`src/rtl/osk_ramp.sv`:
```
module osk_ramp #(
  parameter int W  = 14,
  parameter int RW = 8
) (
  input  logic                clk,
  input  logic                rst_n,
  input  logic                osk_en,
  input  logic                osk_auto,
  input  logic                key_in,
  input  logic [RW-1:0]       ramp_rate,
  input  logic [W+1:0]        amp_reg,
  input  logic signed [W-1:0] sample_in,
  output logic [W-1:0]        scale_out,
  output logic signed [W-1:0] sample_out
);
  localparam logic [W-1:0] FULL = '1;

  logic [RW-1:0] div_q;
  logic [W-1:0]  ramp_q;

  wire           auto_on = osk_en & osk_auto;
  wire [RW-1:0]  period  = (ramp_rate == '0) ? RW'(1) : ramp_rate;
  wire           tick    = auto_on && (div_q >= period - RW'(1));
  wire [W-1:0]   ceil_v  = amp_reg[W-1:0];
  wire [W-1:0]   step    = W'(4'd1 << amp_reg[W+1:W]);
  wire [W:0]     up_sum  = {1'b0, ramp_q} + {1'b0, step};
  wire [W-1:0]   up_nxt  = (up_sum > {1'b0, ceil_v}) ? ceil_v : up_sum[W-1:0];
  wire [W-1:0]   dn_nxt  = (ramp_q > step) ? ramp_q - step : '0;

  always_ff @(posedge clk or negedge rst_n) begin
    if (!rst_n) begin
      div_q  <= '0;
      ramp_q <= '0;
    end else begin
      div_q <= (auto_on && !tick) ? div_q + RW'(1) : '0;
      if (tick) ramp_q <= key_in ? up_nxt : dn_nxt;
    end
  end

  always_comb begin
    if (!osk_en)       scale_out = FULL;
    else if (!osk_auto) scale_out = ceil_v;
    else               scale_out = (ramp_q > ceil_v) ? ceil_v : ramp_q;
  end

  wire signed [2*W:0] prod = sample_in * $signed({1'b0, scale_out});

  assign sample_out = osk_en ? prod[2*W-1:W] : sample_in;
endmodule

```
`config.mk`:
```
export PLATFORM = sky130hd
export DESIGN_NAME = osk_ramp
export DESIGN_NICKNAME = d
export VERILOG_FILES = /design/src/rtl/osk_ramp.sv
export SDC_FILE = /design/constraint.sdc
export NUM_CORES = 1
export LEC_CHECK = 0
export ABC_AREA = 1
export ABC_CLOCK_PERIOD_IN_PS = 34700
export BUFFER_PORTS_ARGS = -buffer_cell sky130_fd_sc_hd__buf_4
export CAP_MARGIN = 40
export CELL_PAD_IN_SITES_DETAIL_PLACEMENT = 0
export CELL_PAD_IN_SITES_GLOBAL_PLACEMENT = 1
export CORE_ASPECT_RATIO = 1.2
export CORE_MARGIN = 4
export CORE_UTILIZATION = 48
export DETAILED_ROUTE_END_ITERATION = 10
export MAX_ROUTING_LAYER = met4
export PLACE_DENSITY = 0.86
export SLEW_MARGIN = 20
export SYNTH_ARGS = -nofsm -noshare
export SYNTH_HDL_FRONTEND = slang
export SYNTH_SLANG_ARGS = --single-unit
export TNS_END_PERCENT = 30
```
`constraint.sdc`:
```
create_clock -name clk -period 34.7 [get_ports clk]
set_input_delay 8.675 -clock clk [delete_from_list [all_inputs] [get_ports clk]]
set_output_delay 8.675 -clock clk [all_outputs]
set_load 0.03 [all_outputs]
```
# Yosys cells after proc, flatten, opt, wreduce, memory -nomap -nowiden
# Index checks and enable logic that the tools add are counted.
[op_classes] add_sub_neg=4 mul=1 order_cmp=4 n_shift=1 mux=9 bitwise=1 n_reduce_logical=4
[ops] op="14-bit 2-to-1 mux" n=7
[ops] op="14-bit greater-than comparator" n=2
[ops] op="14-bit by 15-bit multiplier with 28-bit output" n=1
[ops] op="8-bit 2-to-1 mux" n=2
[ops] op="14-bit by 14-bit adder with 15-bit output" n=1
[ops] op="15-bit by 14-bit greater-than comparator with 1-bit output" n=1
[ops] op="1-bit by 2-bit left shift with 14-bit output, first input constant" n=1
[ops] op="14-bit subtractor" n=1
[ops] op="8-bit by 1-bit adder with 8-bit output, second input constant" n=1
[ops] op="8-bit >= comparator" n=1
[ops] op="8-bit zero test" n=1
[ops] op="8-bit by 1-bit subtractor with 8-bit output, second input constant" n=1
[ops] op="1-bit logical AND" n=2
[ops] op="1-bit AND" n=1
[ops] op="1-bit zero test" n=1
[word_totals] ff_bits=22 inputBits=43 out_inout_bits=28 elab_cells=26

# Longest topological paths before layout
[logic_depth] depth_word=8 ltp_mapped=41 ltp_nobuf=40

# Worst setup path after synthesis
# No wires, ideal clock.
[synth_timing] path_kind="in2out" startpoint="in amp_reg[13]" endpoint="out sample_out[8]" arrival_time_ns=15.403 required_time_ns=26.025 slack_ns=10.622 stages=33 n_path_buf=1 cell_sequence="inv_1 ha_1 nand2_2 nor2_4 inv_2 nor2_4 nand2_1 nand2_1 nand2_2 nand2_4 buf_2 nor2_1 nor3_2 inv_1 nand2_1 fa_1 fa_1 inv_1 fa_1 fa_1 fa_1 inv_1 fa_1 inv_1 ha_1 a21oi_1 o21ai_0 o21bai_1 a221oi_1 nand2_1 or2_1 nand3_1 o21ai_0"
[synth_between] elab_chain_len=6
[synth_lines] element="start, declared" line="11" source="input logic [W+1:0] amp_reg,"
[synth_lines] element="14-bit greater-than comparator" line="43" source="else scale_out = (ramp_q > ceil_v) ? ceil_v : ramp_q;"
[synth_lines] element="14-bit 2-to-1 mux" line="43"
[synth_lines] element="14-bit 2-to-1 mux" line="42" source="else if (!osk_auto) scale_out = ceil_v;"
[synth_lines] element="14-bit 2-to-1 mux" line="41" source="if (!osk_en) scale_out = FULL;"
[synth_lines] element="named net scale_out[7]" line="13" source="output logic [W-1:0] scale_out,"
[synth_lines] element="14-bit by 15-bit multiplier with 28-bit output" line="46" source="wire signed [2*W:0] prod = sample_in * $signed({1'b0, scale_out});"
[synth_lines] element="14-bit 2-to-1 mux" line="48" source="assign sample_out = osk_en ? prod[2*W-1:W] : sample_in;"
[synth_lines] element="end, declared" line="14" source="output logic signed [W-1:0] sample_out"
# The timed path passes the listed nets, and every way through them passes these cells.

# Worst setup path after layout
[layout_timing] startpoint="in amp_reg[13]" endpoint="out sample_out[6]"
[layout_between] elab_chain_len=6
[layout_lines] element="14-bit greater-than comparator" line="43"
[layout_lines] element="14-bit 2-to-1 mux" line="43"
[layout_lines] element="14-bit 2-to-1 mux *" line="42"
[layout_lines] element="14-bit 2-to-1 mux *" line="41"
[layout_lines] element="14-bit by 15-bit multiplier with 28-bit output *" line="46"
[layout_lines] element="14-bit 2-to-1 mux *" line="48"
# Every way passes the cells marked *; elsewhere a longest branch is shown, timed or not.

==> key figures <==
Run status
  – Status: completed

STA
  – Skew final: approximately 2.7 ps
  – Final hold vios: 0
  – Actual slew at the worst max-slew pin: roughly 790 ps
  – Worst rel slew slack: approximately 47%
  – Final min period: roughly 25000 ps
  – Fin crit share: a little under three quarters
  – Maximum clock rate: ~40 MHz
  – Unrepaired setup endpoints after global routing: false
  – Final Max Slew Viols: 0
  – Final setup fails: 0
  – Total negative slack: 0 ps
  – Final WS setup: around 9700 ps

Clocking
  – Hold_buf cts: 0
  – Worst-Skew Late Latency: about 270 ps
  – Setup bufs post-CTS: 0
  – Clock sinks: 22
  – Root buffer cell: clkbuf_16
  – H-tree Lvls: 1
  – CTS tree: done
  – CTS Buf Count: 3
  – Post_cts resized: 0
  – Clock slew at reported path FFs: approximately 70 ps
  – Clk buf depth: 2

Global routing
  – Total GRT Usage: ~25%
  – Initial antenna violation count: 0
  – Pin count of the biggest net entering global routing: 26
  – First-pass GRT wire length: 46600 µm
  – Total global routing overflow: 0
  – Vias in the first global route: 9152

Logic synthesis
  – Syn_nets: 1689
  – Avg Inst Size Synth: between 7 and 8 µm²
  – Main synth FF type: dfrtp_1
  – Count of cell types in the netlist: 50
  – Post-synth EDFFs: 0
  – Mapped Area: roughly 0.010 mm²
  – FFs w/ async S/R, synth: between 90% and 100%
  – Post-synthesis register bit count: 22
  – Post-synthesis sequential area ratio: under 10%
  – Post-synthesis instance total: 1357
  – Yosys Warn Count: 0

Setup path
  – Critical path class: in2out
  – CP delay by family, top: adder cells
  – Worst Path Buf+Inv: 9
  – Worst Path Arrival: ~16000 ps
  – CP max stage delay: 560 ps
  – Critical-path top delay cell: fa_1
  – CP required: around 26000 ps
  – Maximum fanout along the worst path: 14
  – Most frequent CP cell: fa_1
  – Worst setup EP type: output port
  – Crit start category: input port

Floorplan
  – Core box area: roughly 0.020 mm²
  – Initial core utilization: around half
  – Die W: around 140 µm
  – Total die area: 0.0231 mm²
  – Die height: between 150 and 200 µm
  – Std cell rows: 57
  – Io pins: 71

Placed design
  – Buffers on Ports: 70
  – GPL Wtd Cong: between 0.9 and 1
  – DP Worst Slack: ~9800 ps
  – Placed Instances: 1670
  – DP HPWL: 23900 µm

Finish
  – Diode count: 0
  – Fin cells: between 1500 and 2000
  – Nets: 1742
  – Area occupied by multi-input gates: about 0.008 mm²
  – Synth-to-layout area growth: 8.72%
  – FILL cells: approximately 2000
  – Reg area: between 500 and 600 µm²
  – Final Util: 53.3%
  – Share of layout cells above drive strength 1: roughly 8.7%

Drt
  – Routed wire length: ~28000 µm
  – DRT antenna net count: 0
  – Initial DRC Count: 433
  – Pre-Repair DR Iteration Count: 5
  – Post-route DRC: 0
  – Routed vias: about 8900
  – WL/cell: 16.8 µm
  – Routed vias/inst: around 5.3

Hold path
  – Hold/Removal Path Class: reg2reg

Flow run
  – Max Cap Viol: 0
## final cells by class
class	instances	share of cell area (%)
multi-input cells	1013	75.5
clock buffers	3	0.694
well taps	265	3.06
clock inverters	1	0.277
inverters	296	10.3
repair buffers	74	5.13
flip-flops and latches	22	5.09
## metal layers
| metal | GRT usage, % | share of wire (%) | vias up |
|---|---|---|---|
| met5 | - | 0 | - |
| met4 | 6.89 | 2.7 | 0 |
| met3 | 1.04 | 4.2 | 52 |
| met2 | 45.2 | 52 | 258 |
| met1 | 31.7 | 41 | 4256 |
| li1 | - | - | 4287 |
## synthesized netlist by cell type, drive strengths merged, types with 4 or more instances
cell type	n	area share [%]
a21oi	67	3.4
a22oi	4	0.30
a31oi	5	0.31
buf	13	0.75
clkbuf	13	0.49
clkinv	9	0.34
dfrtp	22	5.5
fa	143	29
ha	146	18
inv	287	11
nand2	262	10
nand3	47	2.7
nand3b	6	0.45
nand4	8	0.50
nor2	195	7.8
nor3	26	2.0
nor4	6	0.44
o21ai	43	2.2
or2	6	0.38
xnor2	8	0.70
xor2	23	2.0
## cell families (layout without fill, tap and decap cells)
group / Yosys count / after routing / share of synthesized area [%]
adder cells (fa/ha/maj): 289 / 289 / 47.1
buffers and inverters: 322 / 374 / 12.4
XOR/XNOR: 31 / 31 / 2.73
AO/OA/AOI/OAI: 133 / 133 / 7.31
flip-flops: 22 / 22 / 5.53
AND/OR/NAND/NOR: 560 / 560 / 24.9
## metrics by stage
step | instance area, µm² | hold WS (ps)
3_3_place_gp | 10700 | 486
4_1_cts | 10800 | 503
6_report | 10800 | 504
5_1_grt | 10800 | 537
2_1_floorplan | 9960 | 454
3_5_place_dp | 10700 | 494
## layout by cell type (no fill, tap or decap), drive strengths merged, types with 8 or more instances in the layout
master	count
nor3	26
nand3	47
nand4	8
ha	146
xor2	23
dfrtp	22
xnor2	8
nor2	195
o21ai	43
buf	74
clkinv	9
nand2	262
inv	287
fa	143
a21oi	67
## registers in the layout, indices dropped and copies added (netlist names)
signal and count:
div_q 8, ramp_q 14
## worst paths after layout
path / start / end / slack [ps] / depth (start not counted)
max: amp_reg[13] / sample_out[6] / 9720 / 34
min: div_q[0] / div_q[0] / 500 / 1
min in group asynchronous: rst_n / ramp_q[3] / 8290 / 1
max in group asynchronous: rst_n / ramp_q[12] / 26150 / 1
max reg2reg: ramp_q[1] / ramp_q[13] / 30380 / 20
min reg2reg: div_q[0] / div_q[0] / 500 / 1
Power is left out: the tool's default activity adds up to more than one toggle a clock period on the data nets, which glitch-free logic cannot reach.
